<file path="src/rtl/iso_resmgr_regs.sv">
module iso_resmgr_regs #(
  parameter int          ADDR_W   = 6,
  parameter int          EXT_W    = 4,
  parameter int          CAS_CODE = 2,
  parameter int          BW_W     = 13,
  parameter int          BW_INIT  = 4915,
  parameter logic [31:0] MGR_INIT = 32'h0000_003F
) (
  input  logic              clk,
  input  logic              rst_n,
  input  logic              bus_reset,
  input  logic              req_valid,
  input  logic [1:0]        req_kind,
  input  logic [ADDR_W-1:0] req_addr,
  input  logic [EXT_W-1:0]  req_ext,
  input  logic [31:0]       req_data,
  input  logic [31:0]       req_arg,
  output logic              rsp_valid,
  output logic [1:0]        rsp_code,
  output logic [31:0]       rsp_value
);
  localparam logic [1:0] K_READ = 2'd0, K_WRITE = 2'd1, K_LOCK = 2'd2;
  localparam logic [1:0] C_OK = 2'd0, C_TYPE = 2'd1, C_ADDR = 2'd2;
  localparam logic [1:0] S_MGR = 2'd0, S_BW = 2'd1, S_CHH = 2'd2, S_CHL = 2'd3;
  localparam logic [31:0] CHH_INIT = 32'hFFFF_FFFE;

  logic [31:0]     mgr_q, chh_q, chl_q;
  logic [BW_W-1:0] bw_q;

  logic [1:0] sel;
  logic       aligned, in_grp, is_cas;
  assign sel     = req_addr[3:2];
  assign aligned = (req_addr[1:0] == 2'b00);
  assign in_grp  = (req_addr >> 4) == '0;
  assign is_cas  = req_valid && !bus_reset && aligned && in_grp &&
                   req_kind == K_LOCK && req_ext == EXT_W'(CAS_CODE);

  logic [31:0] cur;
  always_comb begin
    case (sel)
      S_MGR:   cur = mgr_q;
      S_BW:    cur = 32'(bw_q);
      S_CHH:   cur = chh_q;
      default: cur = chl_q;
    endcase
  end

  // bandwidth delta rule
  logic [BW_W-1:0] bw_d, bw_a, take, give, bw_nxt;
  logic [BW_W:0]   bw_sum;
  logic            arg_big, alloc, bw_ok;
  assign bw_d    = req_data[BW_W-1:0];
  assign bw_a    = req_arg[BW_W-1:0];
  assign arg_big = |req_arg[31:BW_W];
  assign alloc   = bw_a >= bw_d;
  assign take    = bw_a - bw_d;
  assign give    = bw_d - bw_a;
  assign bw_sum  = {1'b0, bw_q} + {1'b0, give};
  assign bw_ok   = !arg_big && (alloc ? (bw_q >= take) : !bw_sum[BW_W]);
  assign bw_nxt  = alloc ? (bw_q - take) : bw_sum[BW_W-1:0];

  // channel bitmap rule, channel 31 kept allocated in high word bit 0
  logic [31:0] ch_data, ch_mask;
  logic        ch_ok;
  assign ch_data = (sel == S_CHH) ? (req_data & ~32'h1) : req_data;
  assign ch_mask = req_arg ^ ch_data;
  assign ch_ok   = (req_arg & ch_mask) == (cur & ch_mask);

  logic [1:0]  code_c;
  logic [31:0] val_c;
  always_comb begin
    code_c = C_OK;
    val_c  = '0;
    if (!aligned || req_kind == K_WRITE || req_kind == 2'd3) begin
      code_c = in_grp || !aligned ? C_TYPE : C_ADDR;
    end else if (!in_grp) begin
      code_c = C_ADDR;
    end else if (req_kind == K_READ) begin
      val_c = cur;
    end else if (req_ext != EXT_W'(CAS_CODE)) begin
      code_c = C_TYPE;
    end else begin
      case (sel)
        S_MGR:   val_c = cur;
        S_BW:    val_c = bw_ok ? req_arg : cur;
        default: val_c = ch_ok ? req_arg : cur;
      endcase
    end
  end

  always_ff @(posedge clk) begin
    if (!rst_n || bus_reset) begin
      mgr_q     <= MGR_INIT;
      bw_q      <= BW_W'(BW_INIT);
      chh_q     <= CHH_INIT;
      chl_q     <= '1;
      rsp_valid <= 1'b0;
      rsp_code  <= C_OK;
      rsp_value <= '0;
    end else begin
      rsp_valid <= req_valid;
      rsp_code  <= code_c;
      rsp_value <= val_c;
      if (is_cas) begin
        case (sel)
          S_MGR: if (mgr_q == req_arg) mgr_q <= req_data;
          S_BW:  if (bw_ok) bw_q <= bw_nxt;
          S_CHH: if (ch_ok) chh_q <= chh_q ^ ch_mask;
          default: if (ch_ok) chl_q <= chl_q ^ ch_mask;
        endcase
      end
    end
  end
endmodule

</file>
<file path="config.mk">
export PLATFORM = sky130hd
export DESIGN_NAME = iso_resmgr_regs
export DESIGN_NICKNAME = d
export VERILOG_FILES = /design/src/rtl/iso_resmgr_regs.sv
export SDC_FILE = /design/constraint.sdc
export NUM_CORES = 1
export LEC_CHECK = 0
export BUFFER_PORTS_ARGS = -buffer_cell sky130_fd_sc_hd__buf_2
export CORE_AREA = 10 10 147 149
export DETAILED_ROUTE_END_ITERATION = 16
export DIE_AREA = 0 0 157 159
export GPL_TIMING_DRIVEN = 0
export PLACE_DENSITY = 0.81
export SLEW_MARGIN = 20
export SYNTH_ARGS = -nofsm -noshare
export SYNTH_HDL_FRONTEND = slang
export SYNTH_SLANG_ARGS = --single-unit
export TNS_END_PERCENT = 50
</file>
<file path="constraint.sdc">
create_clock -name clk -period 6.8 [get_ports clk]
set_clock_uncertainty 0.15 [all_clocks]
set_input_delay 0 -clock clk [delete_from_list [all_inputs] [get_ports clk]]
set_output_delay 0 -clock clk [all_outputs]
set_load 0.01 [all_outputs]
</file>
* After elaboration in Yosys (flattened, before gate mapping)
Cells that the tools add are included.
Widths: inputs -> output; s select.
** Word-level totals
- Bits in registers :: 144
- Input port bits :: 80
- Output and inout bits :: 35
** Operators by class
- Add/sub/neg operators :: 4
- Order comparisons :: 2
- Equal/unequal tests :: 9
- Multiplexer cells :: 14
- Bitwise operators :: 7
- Reductions and logical operators :: 26
** Operators by type and width (number)
- $mux 32 :: 4
- $pmux 32 s3 :: 1
- $xor 32x32->32 :: 3
- $and 32x32->32 :: 2
- $eq 32x32->1 :: 2
- $pmux 32 s2 :: 1
- $sub 13x13->13 :: 3
- $ge 13x13->1 :: 2
- $reduce_or 19->1 :: 1
- $add 13x13->14 :: 1
- $mux 13 :: 1
- $reduce_and 3->1 :: 4
- $eq 2x2->1 const B :: 3
- $logic_and 1x1->1 :: 6
- $logic_not 2->1 :: 3
- $logic_not 6->1 :: 1
- $mux 2 :: 3
- $reduce_or 3->1 :: 2
- $logic_not 1->1 :: 5
- $eq 2x1->1 const B :: 2
- $eq 4x2->1 const B :: 1
- $logic_or 1x1->1 :: 4
- $mux 1 :: 4
- $ne 4x2->1 const B :: 1
- $not 1->1 :: 2

* Depth between registers and ports, before layout
Gate-level depths: netlist (run 1).
- Depth in word-level cells :: 9
- Mapped depth :: 23

* Worst setup path after synthesis (run 1)
OpenSTA, ideal clock, no wires.
- Kind :: input-to-reg
- Start point :: input req_data[0]
- End point :: register bw_q[1]
- Library setup time :: 129 ps
- Arrival :: 3619 ps
- Data required time :: 6521 ps
- Path slack :: 2902 ps
- Cell stages on the path :: 22
- Cell sequence :: inv_1 -> ha_1 -> inv_1 -> fa_1 -> a21o_1 -> a21oi_1 -> o21ai_0 -> a21oi_1 -> o21bai_1 -> a21oi_1 -> o21bai_1 -> a21oi_1 -> xnor2_1 -> ha_1 -> nand3_1 -> nand2_1 -> a41oi_1 -> o2111ai_1 -> a21oi_1 -> buf_1 -> mux2i_1 -> nand2_1
** Between the ends
- Longest elaborated chain between the ends :: 6
- Elaborated cells on any way between the ends :: 11
- Those cells by class :: 4 x add/sub; 2 x order compare; 2 x mux; 3 x reduce/logical
** Ends and longest elaborated chain
- from (decl) :: line 16 : input logic [31:0] req_data,
- $sub 13x13->13 :: line 57 : assign give = bw_d - bw_a;
- $add 13x13->14 :: line 58 : assign bw_sum = {1'b0, bw_q} + {1'b0, give};
- $logic_not 1->1 :: line 59 : assign bw_ok = !arg_big && (alloc ? (bw_q >= take) : !bw_sum[BW_W]);
- $mux 1 :: line 59
- $logic_and 1x1->1 :: line 59
- $reduce_and 3->1 (no source line)
- to (signal assigned) :: line 94 : bw_q <= BW_W'(BW_INIT);
- to (signal assigned) :: line 107 : S_BW: if (bw_ok) bw_q <= bw_nxt;
- to (decl) :: line 28 : logic [BW_W-1:0] bw_q;
Parallel ways exist; a longest one is shown, timed or not.
A chain may end at the register's enable or synchronous reset.

* Final worst setup path (run 1)
- Start point :: input req_addr[2]
- End point :: register rsp_value[15]
** Between the ends
- Longest elaborated chain between the ends :: 9
- Elaborated cells on any way between the ends :: 14
- Those cells by class :: 3 x eq/ne; 7 x mux; 3 x bitwise; 1 x reduce/logical
** Ends and longest elaborated chain
- from (decl) :: line 14 : input logic [ADDR_W-1:0] req_addr,
- $eq 2x2->1 :: line 40, 65
- $mux 1 :: line 65 : assign ch_data = (sel == S_CHH) ? (req_data & ~32'h1) : req_data;
- $xor 32x32->32 :: line 66 : assign ch_mask = req_arg ^ ch_data;
- $and 32x32->32 :: line 67 : assign ch_ok = (req_arg & ch_mask) == (cur & ch_mask);
- $eq 32x32->1 :: line 67
- $mux 32 :: line 86 : default: val_c = ch_ok ? req_arg : cur;
- $pmux 32 s2 :: line 83 : case (sel)
- $mux 32 :: line 80 : end else if (req_ext != EXT_W'(CAS_CODE)) begin
- $mux 32 (*) :: line 78 : end else if (req_kind == K_READ) begin
- to (signal assigned) :: line 103 : rsp_value <= val_c;
- to (decl) :: line 20 : output logic [31:0] rsp_value
Mark *: on every way between the ends. The rest lies on a longest branch, timed or not.

==> results_tabular.tex, run 1 <==
\begin{tabular}{lr}
\hline
Metric & Value \\
\hline
\multicolumn{2}{l}{\textbf{Yosys}} \\
Total of flip-flops plus latches after synthesis & 144 \\
Post-synthesis cell area & 11100 µm² \\
Ys flop type & dfxtp\_1 \\
Sequential-to-total area share from yosys stat & 0.261 \\
Instance count of the mapped netlist & 1426 \\
Number of synthesis warnings & 0 \\
Synthesized net count & 1584 \\
Average footprint of a synthesized cell & 7.76 µm² \\
Proportion of synthesized flip-flops having asynchronous set or reset & 0 \\
Number of synthesized flops with an enable pin & 0 \\
Number of distinct library cell variants in the gate-level netlist after synthesis & 65 \\
\multicolumn{2}{l}{\textbf{STA}} \\
Fin crit share & 0.813 \\
Worst slew slack as a fraction of its limit & 0.430 \\
Setup violators final & 0 \\
Fin. max-slew vios & 0 \\
Total Negative Setup Slacks & 0 ns \\
Clock period minus worst slack & 5.53 ns \\
Slew at the pin with the worst max-slew slack & 0.843 ns \\
Final Hold Fails & 0 \\
Maximum clock frequency & 0.181 GHz \\
RSZ-0062 raised after global routing & no \\
\multicolumn{2}{l}{\textbf{Detailed routing}} \\
DRC violations left & 0 \\
Avg WL per Cell & 23.0 µm \\
Remaining antenna violation count & 0 \\
DR pass1 iterations & 10 \\
Violation count after the first detailed-route iteration & 1959 \\
Aggregate routed wire length & 43200 µm \\
Vias per inst & 6.51 \\
DR vias & 12200 \\
\multicolumn{2}{l}{\textbf{Finish}} \\
Most common library cell in the layout ignoring fill and taps & nor2\_1 \\
Commonest cells after routing, fill and taps aside & nor2\_1, dfxtp\_1, buf\_2, nand2\_1, a21oi\_1 \\
Share of final-layout standard cells stronger than drive strength 1 & 0.125 \\
Synthesis-to-finish area growth & 20.2\% \\
Layout Nets & 1792 \\
Final design utilization & 0.716 \\
Number of fill cells in the layout & 1489 \\
Antenna diodes & 0 \\
\multicolumn{2}{l}{\textbf{Die}} \\
Initial cell density of the core & 0.595 \\
Std-Cell Core Area & 18600 µm² \\
FP Rows & 50 \\
Vertical die dimension & 159 µm \\
Boundary Pins & 115 \\
Die Outline Area & 25000 µm² \\
Die boundary width & 157 µm \\
\multicolumn{2}{l}{\textbf{Setup path}} \\
Critical Path Max Stage Delay & 0.55 ns \\
Cell at the slowest stage of the critical path & dlygate4sd3\_1 \\
Critical path data arrival time & 5.72 ns \\
Peak fanout along the critical path & 10 \\
Kind of end point of the critical path & register \\
Worst path required time & 6.99 ns \\
Worst-path cell chain & buf\_2 > buf\_4 > buf\_2 > buf\_2 > buf\_1 > clkbuf\_1 > o21ai\_0 > ha\_1 > nor2b\_1 > xnor2\_1 > nand4\_1 > or4\_1 > clkbuf\_1 > nor2\_1 > clkbuf\_1 > o21ai\_0 > nor2b\_1 > o21a\_1 > dlygate4sd3\_1 \\
Worst setup SP type & input port \\
Category of the most critical setup path & input port to register \\
\multicolumn{2}{l}{\textbf{CTS}} \\
Total number of H-tree levels & 4 \\
Post-cts hold buffer count & 76 \\
Clock Tree Buf Depth & 2 \\
Clock tree from TritonCTS & yes \\
Number of buffers created by CTS & 17 \\
Post-CTS setup buffers & 0 \\
Master cell of the clock root buffer & clkbuf\_16 \\
Count of clock tree sinks & 144 \\
Number of gates given a new drive strength after cts & 0 \\
Clock insertion delay at the later pin of the skew report & 0.45 ns \\
Clock transition at the register clock pins on the worst setup and hold paths after CTS & 0.08 ns \\
\multicolumn{2}{l}{\textbf{Global routing}} \\
Maximum number of pins on one net before global-route repair & 19 \\
Total Routing Usage GR & 0.335 \\
Via count of the first global-routing pass & 11400 \\
Antenna violations before repair & 0 \\
Wire length of the first global-routing pass & 65500 µm \\
Aggregate global routing overflow & 0 \\
\multicolumn{2}{l}{\textbf{Power}} \\
Clock group share of total power & 0.399 \\
Power density over the cells & 187 nW/µm² \\
Share of power burned in combinational logic & 0.261 \\
Max IR drop VDD & 0.166 mV \\
Net Sw Power & 0.879 mW \\
Standby leakage power & 5.48 nW \\
Proportion of power drawn by flip-flops and latches & 0.340 \\
Switch share & 0.354 \\
Cell-internal power & 1.61 mW \\
\multicolumn{2}{l}{\textbf{Place}} \\
Detailed placer's ending HPWL & 32000 µm \\
Weighted congestion reported at the end of routability-driven placement & 1.04 \\
Port-buffer cells & 113 \\
\multicolumn{2}{l}{\textbf{Min path}} \\
Worst hold path class & input port to register \\
\multicolumn{2}{l}{\textbf{Status}} \\
Outcome & finished clean \\
\multicolumn{2}{l}{\textbf{Job}} \\
Count of maximum capacitance violations & 0 \\
\hline
\end{tabular}
critical path, delay by kind of cell:
kind / cells / cell delay, ns
AND/OR/NAND/NOR: 5 / 1.24
AO/OA/AOI/OAI: 3 / 0.47
adder cells (fa/ha/maj): 1 / 0.37
XOR/XNOR: 1 / 0.16
buffers and inverters: 9 / 3.44
Yosys cell counts (all sizes together), types with 5 or more instances:
cell,instances,area (µm²)
a211oi,18,135
a21o,19,143
a21oi,120,601
a22o,5,43.8
a22oi,11,82.6
a311oi,5,43.8
a31oi,10,62.6
and2,8,50.1
and3,7,43.8
buf,30,141
clkbuf,62,233
dfxtp,144,2880
ha,74,926
inv,78,293
mux2,18,203
mux2i,25,250
mux4,12,270
nand2,133,499
nand2b,8,50.1
nand3,41,205
nand3b,7,52.6
nand4,28,175
nand4b,19,166
nor2,146,548
nor2b,24,150
nor3,27,146
nor3b,5,37.5
nor4,9,56.3
nor4b,9,78.8
o211ai,8,60.1
o21a,22,165
o21ai,72,360
o21bai,9,67.6
o22ai,14,87.6
or2,9,56.3
or3,5,31.3
or4,5,37.5
xnor2,61,534
xor2,77,674
power by group through the flow:
| stage | Sequential [mW] | Clock (mW) | Combinational (mW) |
|---|---|---|---|
| 2_1_floorplan | 0.864 | 0 | 0.412 |
| 3_3_place_gp | 0.863 | 0 | 0.577 |
| 3_5_place_dp | 0.863 | 0 | 0.589 |
| 4_1_cts | 0.844 | 0.977 | 0.623 |
| 5_1_grt | 0.844 | 1.01 | 0.698 |
| 6_report | 0.844 | 0.991 | 0.649 |
stage by stage:
stage	hold slack, ns	total power [mW]	setup slack [ns]	cell area [µm²]	instances
after floorplan	-0.0719	1.28	2.90	11100	1426
after global placement	0.0534	1.44	1.51	11900	1773
after detailed placement	0.0568	1.45	1.51	11900	1773
after CTS	0.0278	2.44	1.51	13300	1881
after global routing	0.0843	2.55	0.967	13300	1881
final	0.0533	2.48	1.27	13300	1881
flip-flops by register name, indices dropped and copies added, names as in the netlist:
signal / cells
mgr_q: 32
rsp_value: 32
chl_q: 32
rsp_valid: 1
chh_q: 32
bw_q: 13
rsp_code: 2
cell families after synthesis:
group           share of synthesized area
simple gates                        0.218
compound gates                      0.195
flops                               0.261
mux                                0.0654
fa+ha+maj                          0.0910
buf+inv                            0.0603
xor+xnor                            0.109
final timing paths:
path                        end  depth (start not counted)  slack (ns)        start
hold / removal    rsp_value[13]                          5        0.05  req_kind[0]
setup / recovery  rsp_value[15]                         19        1.27  req_addr[2]
setup reg to reg  rsp_value[15]                         12        2.08    mgr_q[26]
hold reg to reg       chl_q[25]                          2        0.34    chl_q[25]
routing by layer:
layer	GRT usage	routed length, µm
met1	0.462	17200
met2	0.462	17400
met5	0	0
met3	0.112	6670
met4	0.144	1930
cell type report:
| cell class | count | area, µm² | share of cell area |
|---|---|---|---|
| flip-flops and latches | 144 | 2880 | 0.217 |
| multi-input cells | 1112 | 7520 | 0.566 |
| repair buffers | 189 | 1330 | 0.0997 |
| well taps | 234 | 293 | 0.0220 |
| clock inverters | 15 | 183 | 0.0137 |
| plain buffers | 92 | 374 | 0.0281 |
| inverters | 78 | 293 | 0.0220 |
| clock buffers | 17 | 425 | 0.0320 |
Power figures use the tool's default switching activity.
==> inputs of run 2 (changes only) <==
--- a/config.mk
+++ b/config.mk
@@ -5,12 +5,13 @@
 export SDC_FILE = /design/constraint.sdc
 export NUM_CORES = 1
 export LEC_CHECK = 0
+export ABC_AREA = 1
 export BUFFER_PORTS_ARGS = -buffer_cell sky130_fd_sc_hd__buf_2
-export CORE_AREA = 10 10 147 149
+export CORE_AREA = 10 10 153 155
 export DETAILED_ROUTE_END_ITERATION = 16
-export DIE_AREA = 0 0 157 159
+export DIE_AREA = 0 0 163 165
 export GPL_TIMING_DRIVEN = 0
-export PLACE_DENSITY = 0.81
+export PLACE_DENSITY = 0.8
 export SLEW_MARGIN = 20
 export SYNTH_ARGS = -nofsm -noshare
 export SYNTH_HDL_FRONTEND = slang
==> constraint.sdc (replaced) <==
create_clock -name clk -period 5.2 [get_ports clk]
set_clock_uncertainty 0.15 [all_clocks]
set_input_delay 0 -clock clk [delete_from_list [all_inputs] [get_ports clk]]
set_output_delay 0 -clock clk [all_outputs]
set_load 0.01 [all_outputs]
==> run 2 against run 1 <==
Sequential cell count stayed put. Clock power is 35% higher. Highest routed layer is now met5. Largest power group unchanged. Combinational power is 52% higher. Sequential power is 30% higher. Via count is 18% higher. Critical endpoint is now bw_q[6].
==> results_tabular.tex, run 2 <==
\begin{tabular}{lr}
\hline
Metric & Value \\
\hline
\multicolumn{2}{l}{\textbf{Detailed routing}} \\
DRC violations left & 0 \\
DR vias & 14400 \\
Top routing layer in use & met5 \\
Vias per inst & 6.03 \\
Avg WL per Cell & 19.8 µm \\
Violation count after the first detailed-route iteration & 2233 \\
Remaining antenna violation count & 0 \\
DR pass1 iterations & 6 \\
Wire length on met2 & 19900 µm \\
Aggregate routed wire length & 47300 µm \\
Met3 routed wirelength & 6800 µm \\
Routed length on met1 & 19100 µm \\
\multicolumn{2}{l}{\textbf{Yosys}} \\
Post-synthesis cell area & 12000 µm² \\
Most area-hungry cell type in the Yosys netlist & dfxtp\_1 \\
Instance count of the mapped netlist & 1897 \\
Proportion of netlist area held by the largest area contributor & 0.241 \\
Sequential-to-total area share from yosys stat & 0.241 \\
Leading post-synthesis cells by cell area & dfxtp\_1, nand2\_1, nand3\_1, ha\_1, inv\_1 \\
Number of synthesized flops with an enable pin & 0 \\
Dominant cell by count in the synthesized netlist & nand2\_1 \\
Synthesized net count & 2055 \\
Number of distinct library cell variants in the gate-level netlist after synthesis & 46 \\
Average footprint of a synthesized cell & 6.31 µm² \\
Total of flip-flops plus latches after synthesis & 144 \\
Ys flop type & dfxtp\_1 \\
Cell types with the highest counts after synthesis & nand2\_1, inv\_1, nand3\_1, dfxtp\_1, a21oi\_1 \\
Proportion of synthesized flip-flops having asynchronous set or reset & 0 \\
Number of synthesis warnings & 0 \\
\multicolumn{2}{l}{\textbf{STA}} \\
Worst slew slack as a fraction of its limit & 0.307 \\
Slew at the pin with the worst max-slew slack & 1.04 ns \\
RSZ-0062 raised after global routing & no \\
Setup violators final & 0 \\
Fin crit share & 0.933 \\
Final Hold Fails & 0 \\
Maximum clock frequency & 0.206 GHz \\
Total Negative Setup Slacks & 0 ns \\
Fin. max-slew vios & 0 \\
Clock period minus worst slack & 4.85 ns \\
Tightest hold margin & 0.0216 ns \\
\multicolumn{2}{l}{\textbf{CTS}} \\
Clock Tree Buf Depth & 2 \\
Clock transition at the register clock pins on the worst setup and hold paths after CTS & 0.07 ns \\
Clock tree from TritonCTS & yes \\
Clock insertion delay at the later pin of the skew report & 0.45 ns \\
Total number of H-tree levels & 4 \\
Master cell of the clock root buffer & clkbuf\_16 \\
Number of buffers created by CTS & 17 \\
Count of clock tree sinks & 144 \\
\multicolumn{2}{l}{\textbf{Setup path}} \\
Critical path data arrival time & 5.07 ns \\
Worst path bufs/invs & 6 \\
Logic depth of the worst path, buffers included & 26 \\
Worst path required time & 5.42 ns \\
Most repeated library cell on the critical path & nand2\_1 \\
Critical Path Max Stage Delay & 0.53 ns \\
Launch point of the worst reg-to-reg path & bw\_q[3] \\
Setup slack of the most critical reg-to-reg path & 1.52 ns \\
Worst Setup EP & bw\_q[6] \\
Timing startpoint of the critical path & req\_arg[4] \\
Category of the most critical setup path & input port to register \\
Length in cells of the worst reg-to-reg path & 17 \\
Cell family with the largest share of critical-path delay & simple AND/OR/NAND/NOR gates \\
Peak fanout along the critical path & 10 \\
Kind of end point of the critical path & register \\
Reg2reg end & rsp\_value[31] \\
Worst setup SP type & input port \\
Cell at the slowest stage of the critical path & dlygate4sd3\_1 \\
\multicolumn{2}{l}{\textbf{Die}} \\
Std-Cell Core Area & 20200 µm² \\
Boundary Pins & 115 \\
Vertical die dimension & 165 µm \\
FP Rows & 52 \\
Die boundary width & 163 µm \\
Initial cell density of the core & 0.593 \\
Die Outline Area & 26900 µm² \\
\multicolumn{2}{l}{\textbf{Place}} \\
Port-buffer cells & 113 \\
Detailed placer's ending HPWL & 34600 µm \\
Placed cell count & 2281 \\
Instance area after placement & 12900 µm² \\
Weighted congestion reported at the end of routability-driven placement & 1.05 \\
\multicolumn{2}{l}{\textbf{Finish}} \\
Post-route non-filler standard cell count & 2393 \\
Share of final-layout standard cells stronger than drive strength 1 & 0.0951 \\
Total non-filler cell area in the finished layout & 14300 µm² \\
Layout Nets & 2268 \\
Commonest cells after routing, fill and taps aside & nand2\_1, inv\_1, nand3\_1 \\
Most common library cell in the layout ignoring fill and taps & nand2\_1 \\
Antenna diodes & 0 \\
Number of fill cells in the layout & 1765 \\
Synthesis-to-finish area growth & 19.5\% \\
\multicolumn{2}{l}{\textbf{Status}} \\
Outcome & finished clean \\
\multicolumn{2}{l}{\textbf{Global routing}} \\
Antenna violations before repair & 2 \\
Via count of the first global-routing pass & 13000 \\
Wire length of the first global-routing pass & 72100 µm \\
Aggregate global routing overflow & 0 \\
Total Routing Usage GR & 0.339 \\
Maximum number of pins on one net before global-route repair & 17 \\
\multicolumn{2}{l}{\textbf{Job}} \\
Count of maximum capacitance violations & 0 \\
\multicolumn{2}{l}{\textbf{Power}} \\
Power density over the cells & 240 nW/µm² \\
Max IR drop VDD & 0.217 mV \\
Standby leakage power & 7.03 nW \\
\multicolumn{2}{l}{\textbf{Min path}} \\
Worst hold path class & input port to register \\
\hline
\end{tabular}
## run 2: per-layer routing
metal,vias up,GRT usage
met2,993,0.510
met4,2,0.107
met1,6625,0.457
li1,6652,-
met5,-,0
met3,149,0.0991
## run 2: final cells by class
cell class | instances | area (µm²) | share of cell area
plain buffers | 83 | 382 | 0.0267
clock buffers | 19 | 443 | 0.0310
clock inverters | 13 | 174 | 0.0122
inverters | 240 | 901 | 0.0630
multi-input cells | 1430 | 7810 | 0.546
flip-flops and latches | 144 | 2880 | 0.202
well taps | 270 | 338 | 0.0236
repair buffers | 194 | 1370 | 0.0961
## run 2: through the flow
step	worst slack [ns]	power [mW]	utilization
after CTS	0.498	3.38	0.709
after global placement	0.634	2.01	0.638
after global routing	0.0130	3.55	0.709
after floorplan	1.99	1.77	-
after detailed placement	0.641	2.03	0.639
final	0.346	3.43	0.709
## run 2: what timing repair did
item,CTS,global route
setup endpoints to repair,0,6
buffers inserted,0,0
hold endpoints to repair,79,0
resized for setup,0,2
hold buffers,80,0
## run 2: how the worst min path moves through the flow
stage / cells past startpoint / start / endpoint / slack [ns]
floorplan: 2 / req_data[2] / mgr_q[2] / -0.03
global placement: 3 / req_valid / rsp_valid / 0.11
detailed placement: 3 / req_valid / rsp_valid / 0.12
CTS: 7 / bus_reset / mgr_q[5] / 0.002
global route: 7 / bus_reset / mgr_q[5] / 0.07
finish: 7 / bus_reset / mgr_q[5] / 0.02
## run 2: worst register-to-register path, cell delays in order (launching register included)
cell	delay [ns]
dfxtp_1	0.44
o21ai_0	0.14
nand3_1	0.20
nand3_1	0.10
nand2_1	0.08
nand2_1	0.06
inv_1	0.06
nand2_1	0.04
nor2_1	0.16
nand2_1	0.14
nor2_4	0.34
nand2_4	0.20
nand2_1	0.11
nand3_1	0.07
nand2_1	0.07
dlygate4sd3_1	0.54
a21oi_1	0.07
dlygate4sd3_1	0.59
## run 2: logic make-up after synthesis
kind of cell / Yosys count / synth area share
XOR/XNOR: 99 / 0.0725
AND/OR/NAND/NOR: 938 / 0.348
AO/OA/AOI/OAI: 314 / 0.146
flip-flops: 144 / 0.241
buffers and inverters: 323 / 0.107
adder cells (fa/ha/maj): 78 / 0.0841
multiplexers: 1 / 0.000837
## run 2: power by group
| group | switching [mW] | leakage, nW | internal [mW] |
|---|---|---|---|
| Clock | 0.563 | 0.292 | 0.778 |
| Combinational | 0.634 | 5.57 | 0.353 |
| Sequential | 0.000265 | 1.16 | 1.10 |
| Total | 1.20 | 7.03 | 2.23 |
